==> src/rtl/dwm_pkg.sv <==
package dwm_pkg;

  typedef enum logic [1:0] {
    ST_IDLE = 2'd0,
    ST_ADDR = 2'd1,
    ST_DATA = 2'd2,
    ST_FIN  = 2'd3
  } dwm_state_e;

  // Which byte lanes the current bus cycle moves
  typedef enum logic [1:0] {
    LN_NONE = 2'd0,
    LN_LO   = 2'd1,
    LN_HI   = 2'd2,
    LN_BOTH = 2'd3
  } dwm_lane_e;

  function automatic dwm_lane_e first_lane(input logic [1:0] be);
    case (be)
      2'b11:   first_lane = LN_BOTH;
      2'b01:   first_lane = LN_LO;
      2'b10:   first_lane = LN_HI;
      default: first_lane = LN_NONE;
    endcase
  endfunction

endpackage

==> src/rtl/dwm_req_reg.sv <==
module dwm_req_reg #(
  parameter int MEM_AW = 24,
  parameter int IO_AW  = 16,
  parameter int BYTE_W = 8,
  localparam int WORD_W = 2 * BYTE_W
) (
  input  logic              clk,
  input  logic              rst_n,
  input  logic              load,
  input  logic [MEM_AW-1:0] in_addr,
  input  logic              in_io,
  input  logic              in_wr,
  input  logic [WORD_W-1:0] in_wdata,
  input  logic [1:0]        in_be,
  output logic [MEM_AW-1:0] q_addr,
  output logic              q_io,
  output logic              q_wr,
  output logic [WORD_W-1:0] q_wdata,
  output logic [1:0]        q_be
);

  localparam logic [MEM_AW-1:0] IO_MASK = {{(MEM_AW-IO_AW){1'b0}}, {IO_AW{1'b1}}};

  always_ff @(posedge clk or negedge rst_n) begin
    if (!rst_n) begin
      q_addr  <= '0;
      q_io    <= 1'b0;
      q_wr    <= 1'b0;
      q_wdata <= '0;
      q_be    <= '0;
    end else if (load) begin
      q_addr  <= in_io ? (in_addr & IO_MASK) : in_addr;
      q_io    <= in_io;
      q_wr    <= in_wr;
      q_wdata <= in_wdata;
      q_be    <= in_be;
    end
  end

endmodule

==> src/rtl/dwm_seq.sv <==
module dwm_seq
  import dwm_pkg::*;
(
  input  logic       clk,
  input  logic       rst_n,
  input  logic       req_valid,
  input  logic [1:0] req_be,
  input  logic       wide_ack,
  input  logic       bus_wait,
  output dwm_state_e state_q,
  output dwm_lane_e  lane_q,
  output logic       accept,
  output logic       capture
);

  logic split_q;

  assign accept  = req_valid && (state_q == ST_IDLE);
  assign capture = (state_q == ST_DATA) && !bus_wait;

  always_ff @(posedge clk or negedge rst_n) begin
    if (!rst_n) begin
      state_q <= ST_IDLE;
      lane_q  <= LN_NONE;
      split_q <= 1'b0;
    end else begin
      case (state_q)
        ST_IDLE: begin
          if (accept) begin
            split_q <= 1'b0;
            lane_q  <= first_lane(req_be);
            state_q <= (req_be == 2'b00) ? ST_FIN : ST_ADDR;
          end
        end
        ST_ADDR: begin
          state_q <= ST_DATA;
          if ((lane_q == LN_BOTH) && !wide_ack) begin
            lane_q  <= LN_LO;
            split_q <= 1'b1;
          end
        end
        ST_DATA: begin
          if (!bus_wait) begin
            if (split_q) begin
              lane_q  <= LN_HI;
              split_q <= 1'b0;
              state_q <= ST_ADDR;
            end else begin
              lane_q  <= LN_NONE;
              state_q <= ST_FIN;
            end
          end
        end
        default: begin
          lane_q  <= LN_NONE;
          state_q <= ST_IDLE;
        end
      endcase
    end
  end

  // a held data phase keeps its lane selection
  a_r7_wait_holds_phase: assert property (@(posedge clk) disable iff (!rst_n)
    (state_q == ST_DATA && bus_wait) |=> (state_q == ST_DATA && $stable(lane_q)))
    else $error("R7 data phase left while wait high");

  // a refused word turns into a low-byte cycle
  a_r5_refusal_goes_low: assert property (@(posedge clk) disable iff (!rst_n)
    (state_q == ST_ADDR && lane_q == LN_BOTH && !wide_ack) |=> (lane_q == LN_LO))
    else $error("R5 refused word did not fall back to low byte");

endmodule

==> src/rtl/dwm_datapath.sv <==
module dwm_datapath
  import dwm_pkg::*;
#(
  parameter int MEM_AW = 24,
  parameter int IO_AW  = 16,
  parameter int BYTE_W = 8,
  localparam int WORD_W = 2 * BYTE_W
) (
  input  logic              clk,
  input  logic              rst_n,
  input  logic              clear,
  input  logic              capture,
  input  dwm_lane_e         lane,
  input  logic [MEM_AW-1:0] q_addr,
  input  logic              q_io,
  input  logic              q_wr,
  input  logic [WORD_W-1:0] q_wdata,
  input  logic [WORD_W-1:0] bus_rdata,
  output logic [MEM_AW-1:0] bus_addr,
  output logic [WORD_W-1:0] bus_wdata,
  output logic [WORD_W-1:0] rdata
);

  localparam logic [MEM_AW-1:0] IO_MASK  = {{(MEM_AW-IO_AW){1'b0}}, {IO_AW{1'b1}}};
  localparam logic [MEM_AW-1:0] MEM_MASK = {MEM_AW{1'b1}};

  logic step;
  assign step     = (lane == LN_HI);
  assign bus_addr = (q_addr + {{(MEM_AW-1){1'b0}}, step}) & (q_io ? IO_MASK : MEM_MASK);

  always_comb begin
    case (lane)
      LN_BOTH: bus_wdata = q_wdata;
      LN_LO:   bus_wdata = {{BYTE_W{1'b0}}, q_wdata[BYTE_W-1:0]};
      LN_HI:   bus_wdata = {{BYTE_W{1'b0}}, q_wdata[WORD_W-1:BYTE_W]};
      default: bus_wdata = '0;
    endcase
  end

  for (genvar k = 0; k < 2; k++) begin : g_lane
    logic              take;
    logic [BYTE_W-1:0] src;
    logic [BYTE_W-1:0] byte_q;

    assign take = (lane == LN_BOTH) || ((k == 0) ? (lane == LN_LO) : (lane == LN_HI));
    assign src  = (lane == LN_BOTH) ? bus_rdata[k*BYTE_W +: BYTE_W] : bus_rdata[BYTE_W-1:0];

    always_ff @(posedge clk or negedge rst_n) begin
      if (!rst_n)                         byte_q <= '0;
      else if (clear)                     byte_q <= '0;
      else if (capture && take && !q_wr)  byte_q <= src;
    end

    assign rdata[k*BYTE_W +: BYTE_W] = byte_q;
  end

endmodule

==> src/rtl/dyn_width_master.sv <==
module dyn_width_master
  import dwm_pkg::*;
#(
  parameter int MEM_AW = 24,
  parameter int IO_AW  = 16,
  parameter int BYTE_W = 8,
  localparam int WORD_W = 2 * BYTE_W
) (
  input  logic              clk,
  input  logic              rst_n,
  input  logic              req_valid,
  output logic              req_ready,
  input  logic [MEM_AW-1:0] req_addr,
  input  logic              req_io,
  input  logic              req_wr,
  input  logic [WORD_W-1:0] req_wdata,
  input  logic [1:0]        req_be,
  output logic              rsp_valid,
  output logic [WORD_W-1:0] rsp_rdata,
  output logic              bus_cyc,
  output logic              bus_sync,
  output logic [MEM_AW-1:0] bus_addr,
  output logic              bus_io,
  output logic              bus_wr,
  output logic              bus_wide_req,
  input  logic              bus_wide_ack,
  input  logic              bus_wait,
  output logic [WORD_W-1:0] bus_wdata,
  input  logic [WORD_W-1:0] bus_rdata
);

  localparam logic [MEM_AW-1:0] IO_MASK  = {{(MEM_AW-IO_AW){1'b0}}, {IO_AW{1'b1}}};
  localparam logic [MEM_AW-1:0] MEM_MASK = {MEM_AW{1'b1}};
  localparam logic [MEM_AW-1:0] ONE      = {{(MEM_AW-1){1'b0}}, 1'b1};

  dwm_state_e        state;
  dwm_lane_e         lane;
  logic              accept, capture;
  logic [MEM_AW-1:0] q_addr;
  logic              q_io, q_wr;
  logic [WORD_W-1:0] q_wdata;
  logic [1:0]        q_be;

  dwm_req_reg #(.MEM_AW(MEM_AW), .IO_AW(IO_AW), .BYTE_W(BYTE_W)) u_req (
    .clk(clk), .rst_n(rst_n), .load(accept),
    .in_addr(req_addr), .in_io(req_io), .in_wr(req_wr),
    .in_wdata(req_wdata), .in_be(req_be),
    .q_addr(q_addr), .q_io(q_io), .q_wr(q_wr), .q_wdata(q_wdata), .q_be(q_be)
  );

  dwm_seq u_seq (
    .clk(clk), .rst_n(rst_n), .req_valid(req_valid), .req_be(req_be),
    .wide_ack(bus_wide_ack), .bus_wait(bus_wait),
    .state_q(state), .lane_q(lane), .accept(accept), .capture(capture)
  );

  dwm_datapath #(.MEM_AW(MEM_AW), .IO_AW(IO_AW), .BYTE_W(BYTE_W)) u_dp (
    .clk(clk), .rst_n(rst_n), .clear(accept), .capture(capture), .lane(lane),
    .q_addr(q_addr), .q_io(q_io), .q_wr(q_wr), .q_wdata(q_wdata),
    .bus_rdata(bus_rdata), .bus_addr(bus_addr), .bus_wdata(bus_wdata), .rdata(rsp_rdata)
  );

  assign req_ready    = (state == ST_IDLE);
  assign rsp_valid    = (state == ST_FIN);
  assign bus_sync     = (state == ST_ADDR);
  assign bus_cyc      = (state == ST_ADDR) || (state == ST_DATA);
  assign bus_io       = bus_cyc && q_io;
  assign bus_wr       = bus_cyc && q_wr;
  assign bus_wide_req = bus_sync && (lane == LN_BOTH);

  a_r1_ready_only_idle: assert property (@(posedge clk) disable iff (!rst_n)
    req_ready |-> (!bus_cyc && !rsp_valid))
    else $error("R1 ready during activity");

  a_r3_wide_in_addr_phase: assert property (@(posedge clk) disable iff (!rst_n)
    bus_wide_req |-> (bus_sync && q_be == 2'b11))
    else $error("R3 word request outside a two-byte address phase");

  a_r7_wait_keeps_bus: assert property (@(posedge clk) disable iff (!rst_n)
    (bus_cyc && !bus_sync && bus_wait) |=>
      (bus_cyc && !bus_sync && $stable(bus_addr) && $stable(bus_wdata)))
    else $error("R7 bus changed during wait");

  a_r5_split_step: assert property (@(posedge clk) disable iff (!rst_n)
    (bus_sync && $past(bus_cyc)) |->
      (!bus_wide_req && bus_addr == (($past(bus_addr) + ONE) & (bus_io ? IO_MASK : MEM_MASK))))
    else $error("R5 second byte cycle address wrong");

  a_r9_io_upper_clear: assert property (@(posedge clk) disable iff (!rst_n)
    (bus_cyc && bus_io) |-> (bus_addr[MEM_AW-1:IO_AW] == '0))
    else $error("R9 I/O address has upper bits set");

  a_r8_single_pulse: assert property (@(posedge clk) disable iff (!rst_n)
    rsp_valid |=> !rsp_valid)
    else $error("R8 response longer than one clock");

endmodule

==> config.mk <==
export PLATFORM = sky130hd
export DESIGN_NAME = dyn_width_master
export DESIGN_NICKNAME = d
export VERILOG_FILES = /design/src/rtl/dwm_pkg.sv /design/src/rtl/dwm_req_reg.sv /design/src/rtl/dwm_seq.sv /design/src/rtl/dwm_datapath.sv /design/src/rtl/dyn_width_master.sv
export SDC_FILE = /design/constraint.sdc
export NUM_CORES = 1
export LEC_CHECK = 0
export BUFFER_PORTS_ARGS = -buffer_cell sky130_fd_sc_hd__buf_2
export CELL_PAD_IN_SITES_DETAIL_PLACEMENT = 1
export CELL_PAD_IN_SITES_GLOBAL_PLACEMENT = 2
export CORE_UTILIZATION = 29
export DETAILED_ROUTE_END_ITERATION = 7
export HOLD_SLACK_MARGIN = 0.1
export PLACE_DENSITY_LB_ADDON = 0.12
export SLEW_MARGIN = 30
export SYNTH_ARGS = -nofsm -noshare
export SYNTH_HDL_FRONTEND = slang
export SYNTH_SLANG_ARGS = --single-unit
==> constraint.sdc <==
create_clock -name clk -period 5.7 [get_ports clk]
set_clock_uncertainty 0.2 [all_clocks]
set_input_delay 1.14 -clock clk [delete_from_list [all_inputs] [get_ports clk]]
set_output_delay 1.14 -clock clk [all_outputs]
set_load 0.02 [all_outputs]
==> metrics, run 1 <==
status completed; CTS tree built; Power Dens Cells 580.1 nW/um2; PostCTS Resize Cnt 0; Congestion Overflow GR 0; global-route wire length before repair 16.95 mm; Inserted Clock Buffers 9; clk_lat worst skew 320 ps; Pre-Repair DR Iteration Count 4; DIE AREA 12000 um2; period utilisation layout 0.8164; Syn. warnings 0; initial antenna violation count 0; vias in the first global route 3407; Max Clock Freq 0.2149 GHz; Final Util 0.3975; startpoint types register; CTS Hold Buffers Added 0; Syn Area/Cell 8.283 um2; Initial Util 0.3041; Post-synth EDFFs 0; row count 38; # fillers 1379; # Post-CTS Setup Buffers 0; vias per inst 4.897; CTS clk-pin slew, worst paths 60 ps; Global Route Usage Sum 0.1852; Critical Path Fanout Max 10; setup TNS 0 ps; Cells after Synth 405; vias 3266; DRT iter0 DRCs 123; commonest register cell after synthesis dfrtp_1; antenna viol nets, final 0; post-place setup slack 1342 ps; post-synthesis simple-gate area fraction 0.3256; post-route minimum period 4654 ps; pin count of the biggest net entering global routing 59; Leak Pwr 2.335 nW; mux cell area share after synthesis 0.006714; largest family of logic cells by synthesized area simple AND/OR/NAND/NOR gates; Worst Setup Path Type reg2out; final setup fails 0; ant diodes 0; Longest Clk Path Bufs 2; sequential fraction of the synthesis area 0.4700; worst min path class reg2reg; Mapped Area 3354 um2; core footprint 11030 um2; Sink Count 63; Syn Nets 477; worst endpoint required time 4360 ps; layout cells sized above 1 0.2884; maxcap violations 0; Compound-Gate Fraction of Synth Area 0.09772; setup slack after layout 1046 ps; arrival time at the worst endpoint 3310 ps; Die Wd 109.6 um; RSZ-0062 raised after global routing false; xor/xnor share of the synthesized area 0.03916; normalized max-slew margin 0.4414; H-tree levels 3; Final nets 595; DRC violation count after routing 0; dpl hpwl 7.447 mm; Area growth, synth to finish 30.70%; Hold Fails Final Rpt 0; final WL 10.41 mm; Yosys cell types 38; fin. max-slew vios 0; I/O Pins 128; Async S/R FF share, synth 1.000; Clock Tree Root clkbuf_16; Worst-Margin Slew 836.2 ps; DR WL/cell 15.61 um; Die H 109.6 um; GPL Wtd Cong 0.7896; Worst VDD drop 0.3585 mV; synthesis-stage register bit count 63; IO Port Bufs 127; crit end category primary output; adder-cell share of the synthesized area 0.02611
sequential cells by signal, indices dropped and copies added (netlist names):
name and count:
u_req.q_addr 24, u_seq.split_q 1, u_seq.lane_q 2, u_req.q_io 1, u_seq.state_q 2, u_dp.g_lane.byte_q 16, u_req.q_wdata 16, u_req.q_wr 1
logic make-up after synthesis:
logic type / Yosys count
xor gates and xnor gates: 15
muxes: 2
and+or+nand+nor: 242
AOI/OAI and AO/OA: 46
adders and majority gates: 7
buffers and inverters: 30
DFF: 63
cell usage in the layout (no fill, tap or decap), types with 2 or more instances in the layout:
cell	instances
o21ai_0	3
dfrtp_1	63
or4_1	2
a311oi_1	8
nand3b_1	8
nor2b_1	3
nand2_1	155
ha_1	7
nor2_1	21
or3_1	3
and2_1	2
clkbuf_1	2
and3_1	12
a22o_1	8
clkinv_2	2
inv_1	6
nor4_1	4
a21oi_1	15
xor2_1	9
mux2_2	2
buf_4	4
nand3_1	18
nor3_1	2
o31ai_1	3
clkbuf_16	9
nand4_1	5
o32a_1	3
a21boi_0	2
buf_2	127
xnor2_1	6
final cells by class:
class | count | area, um2 | share of cell area
clock buffers | 11 | 232.7 | 0.05308
clock inverters | 4 | 47.55 | 0.01084
inverters | 6 | 22.52 | 0.005137
multi-input cells | 312 | 1664 | 0.3796
flip-flops and latches | 63 | 1577 | 0.3596
well taps | 140 | 175.2 | 0.03995
repair buffers | 131 | 665.6 | 0.1518
cell usage after synthesis, types with 2 or more instances:
master,number,share of area
mux2_2,2,0.0067
nor2_1,21,0.024
nand2_1,155,0.17
o32a_1,3,0.0090
a21oi_1,15,0.022
clkbuf_1,21,0.024
and3_1,12,0.022
nor4_1,4,0.0075
or3_1,3,0.0056
buf_1,2,0.0022
nand4_1,5,0.0093
dfrtp_1,63,0.47
or4_1,2,0.0045
xnor2_1,6,0.016
o21ai_0,3,0.0045
a311oi_1,8,0.021
a21boi_0,2,0.0045
nor3_1,2,0.0030
o31ai_1,3,0.0067
inv_1,6,0.0067
xor2_1,9,0.024
nand3_1,18,0.027
nand3b_1,8,0.018
a22o_1,8,0.021
and2_1,3,0.0056
ha_1,7,0.026
nor2b_1,3,0.0056
layer usage:
metal / part of all wire / global-route usage / routed length, um / vias to the layer above
met3: 0.042 / 0.03260 / 435 / 9
met4: 0.010 / 0.05714 / 105 / 0
met2: 0.52 / 0.3311 / 5367 / 70
li1: - / - / - / 1600
met5: 0 / 0 / 0 / -
met1: 0.43 / 0.2256 / 4502 / 1587
final timing paths:
check / start / endpoint / slack [ps] / cells past startpoint
max: u_seq.lane_q[0]$_DFFE_PN0P_ / bus_addr[18] / 1050 / 8
min in group asynchronous: rst_n / u_req.q_addr[22]$_DFFE_PN0P_ / 520 / 1
max in group asynchronous: rst_n / u_req.q_addr[4]$_DFFE_PN0P_ / 3800 / 2
min reg2reg: u_req.q_wdata[5]$_DFFE_PN0P_ / u_req.q_wdata[5]$_DFFE_PN0P_ / 270 / 2
min: u_req.q_wdata[5]$_DFFE_PN0P_ / u_req.q_wdata[5]$_DFFE_PN0P_ / 270 / 2
max reg2reg: u_seq.state_q[0]$_DFFE_PN0P_ / u_dp.g_lane[1].byte_q[1]$_DFFE_PN0P_ / 3630 / 5
per-stage QoR:
stage	cells	total power, mW	cell area [um2]	hold WS, ps
floorplan	405	1.622	3354	246.9
global placement	652	2.020	4103	263.1
detailed placement	652	2.046	4104	267.5
CTS	667	2.587	4384	281.4
global route	667	2.748	4384	308.3
finish	667	2.543	4384	274.9
critical path, cell delays in order (launching register included):
cell     delay, ps
dfrtp_1        370
nor2b_1        650
ha_1           310
ha_1           250
nand4_1        110
or4_1          560
or3_1          400
a21oi_1        150
buf_2          190
report_power, final:
group	switching [mW]	leakage [nW]	internal, mW
Sequential	0.211	0.808	0.649
Clock	0.193	0.135	0.335
Combinational	0.747	1.39	0.408
Total	1.15	2.33	1.39
(Power assumes the default switching activity.)
==> inputs of run 2 (changes only) <==
--- a/config.mk
+++ b/config.mk
@@ -8,7 +8,7 @@
 export BUFFER_PORTS_ARGS = -buffer_cell sky130_fd_sc_hd__buf_2
 export CELL_PAD_IN_SITES_DETAIL_PLACEMENT = 1
 export CELL_PAD_IN_SITES_GLOBAL_PLACEMENT = 2
-export CORE_UTILIZATION = 29
+export CORE_UTILIZATION = 27
 export DETAILED_ROUTE_END_ITERATION = 7
 export HOLD_SLACK_MARGIN = 0.1
 export PLACE_DENSITY_LB_ADDON = 0.12
==> constraint.sdc (replaced) <==
create_clock -name clk -period 4.8 [get_ports clk]
set_clock_uncertainty 0.2 [all_clocks]
set_input_delay 0.96 -clock clk [delete_from_list [all_inputs] [get_ports clk]]
set_output_delay 0.96 -clock clk [all_outputs]
set_load 0.02 [all_outputs]
==> run 2 against run 1 <==
Against the previous run:
- total power rose by 17%
- clock power up 8.5%
- combinational power up 20%
- sequential share of layout area decreased by 0.22 points
- largest cell class unchanged
- non-clock buffer count rose by 2
==> metrics, run 2 (same netlist as run 1, synthesis figures left out) <==
Placed Instance Area 4153 um2; CTS tree built; Max Clock Freq 0.2575 GHz; Worst Setup Path Type reg2out; vias in the first global route 3297; core footprint 12060 um2; Reg with most FFs u_req.q_addr; Post-Layout Inst Area 4412 um2; H-tree levels 3; final setup fails 0; # fillers 1478; Die H 113.5 um; Worst-Margin Slew 704.5 ps; net switching power 1.370 mW; status completed; vias 3275; Global Route Usage Sum 0.1693; pin count of the biggest net entering global routing 42; R2R Path Start u_seq.state_q[0]$_DFFE_PN0P_; Worst VDD drop 0.2822 mV; Critical R2R Capture u_req.q_addr[20]$_DFFE_PN0P_; fin. max-slew vios 0; Sw Ratio 0.4597; ant diodes 0; CTS clk-pin slew, worst paths 50 ps; Initial Util 0.2781; arrival time at the worst endpoint 2720 ps; met1 usage 0.2181; internal power 1.610 mW; clk_lat worst skew 320 ps; Leak Pwr 2.335 nW; Comb pwr share 0.465; max reg flops 24; Power Dens Cells 675.6 nW/um2; PostCTS Resize Cnt 0; Pre-Repair DR Iteration Count 4; global-route wire length before repair 17.00 mm; initial antenna violation count 0; met2 Use GR 0.2858; commonest non-fill, non-tap cells in the layout nand2_1, buf_2, dfrtp_1, nor2_1, nand3_1; # Post-CTS Setup Buffers 0; DR WL/cell 14.99 um; IO Port Bufs 127; row count 40; antenna viol nets, final 0; post-route minimum period 3884 ps; clock share of power 0.192; M3 GR Usage 0.03613; crit end category primary output; R2R depth 6; vias per inst 4.692; sequential power share 0.343; DRC violation count after routing 0; Clock Tree Root clkbuf_16; setup TNS 0 ps; GR peak layer met2; GPL Wtd Cong 0.7885; Area growth, synth to finish 31.52%; Sink Count 63; layout cells sized above 1 0.2906; Congestion Overflow GR 0; HP Start u_req.q_wdata[3]$_DFFE_PN0P_; worst min path class reg2reg; Longest Clk Path Bufs 2; DIE AREA 12870 um2; Final nets 597; worst hold path endpoint u_req.q_wdata[3]$_DFFE_PN0P_; maxcap violations 0; final WL 10.47 mm; startpoint types register; normalized max-slew margin 0.5303; dpl hpwl 7.596 mm; Worst Hold Depth 2; DRT iter0 DRCs 141; Critical Path Fanout Max 6; I/O Pins 128; largest registers u_req.q_addr x24, u_dp.g_lane.byte_q x16, u_req.q_wdata x16; CTS Hold Buffers Added 0; period utilisation layout 0.8092; worst endpoint required time 3640 ps; Final Util 0.3658; most common cell after layout, fill and taps aside nand2_1; Die Wd 113.5 um; Hold Fails Final Rpt 0; RSZ-0062 raised after global routing false; R2R setup slack 2440 ps; Inserted Clock Buffers 9
==> run 2: cell count changes in the layout (fill, tap and decap cells not counted), sizes merged <==
cell	delta
clkinv	+1
buf	+2
bufinv	-1
clkbuf	+1
==> run 2: final cells by class <==
class / instances / area (um2) / area share
Clock inverter: 4 / 22.52 / 0.005105
Tap cell: 168 / 210.2 / 0.04765
Clock buffer: 12 / 236.5 / 0.05360
Sequential cell: 63 / 1577 / 0.3573
Multi-Input combinational cell: 312 / 1663 / 0.3769
Timing Repair Buffer: 133 / 680.7 / 0.1543
Inverter: 6 / 22.52 / 0.005105
==> run 2: per-layer routing <==
metal / wire [um] / up-vias
met5: 0 / -
met4: 70 / 0
met3: 423 / 4
met2: 5110 / 78
met1: 4861 / 1590
li1: - / 1603
==> run 2: worst max-delay path, cell delays in order (launching register included) <==
cell	delay [ps]
dfrtp_1	370
nor2b_1	190
ha_1	180
nand3_1	220
or4_4	600
or4_1	510
a21oi_1	160
buf_2	190
==> run 2: power by group through the flow <==
stage               Sequential [mW]  Clock, mW  Combinational [mW]
detailed placement             1.03          0                1.41
floorplan                      1.02          0               0.908
global placement               1.02          0                1.39
global route                   1.06      0.620                1.54
finish                         1.02      0.573                1.39
CTS                            1.03      0.594                1.42
==> run 2: worst max-delay path by stage <==
stage / from / to / slack (ps) / cells after the start
6_report: u_seq.lane_q[0]$_DFFE_PN0P_ / bus_addr[23] / 920 / 7
5_1_grt: u_seq.lane_q[1]$_DFFE_PN0P_ / bus_addr[18] / 740 / 8
4_1_cts: u_seq.lane_q[0]$_DFFE_PN0P_ / bus_addr[20] / 880 / 8
3_5_place_dp: u_seq.lane_q[0]$_DFFE_PN0P_ / bus_addr[20] / 1220 / 8
3_3_place_gp: u_seq.lane_q[0]$_DFFE_PN0P_ / bus_addr[23] / 1260 / 7
2_1_floorplan: u_seq.lane_q[0]$_DFFE_PN0P_ / bus_addr[23] / 1080 / 7
==> run 2: stage by stage <==
step	hold slack (ps)	cells	worst slack [ps]	power, mW
2_1_floorplan	246.9	405	1083	1.927
3_5_place_dp	266.1	682	1224	2.444
5_1_grt	292.9	698	735.3	3.221
3_3_place_gp	259.2	682	1262	2.410
4_1_cts	281.9	698	881.0	3.038
6_report	276.0	698	916.1	2.980
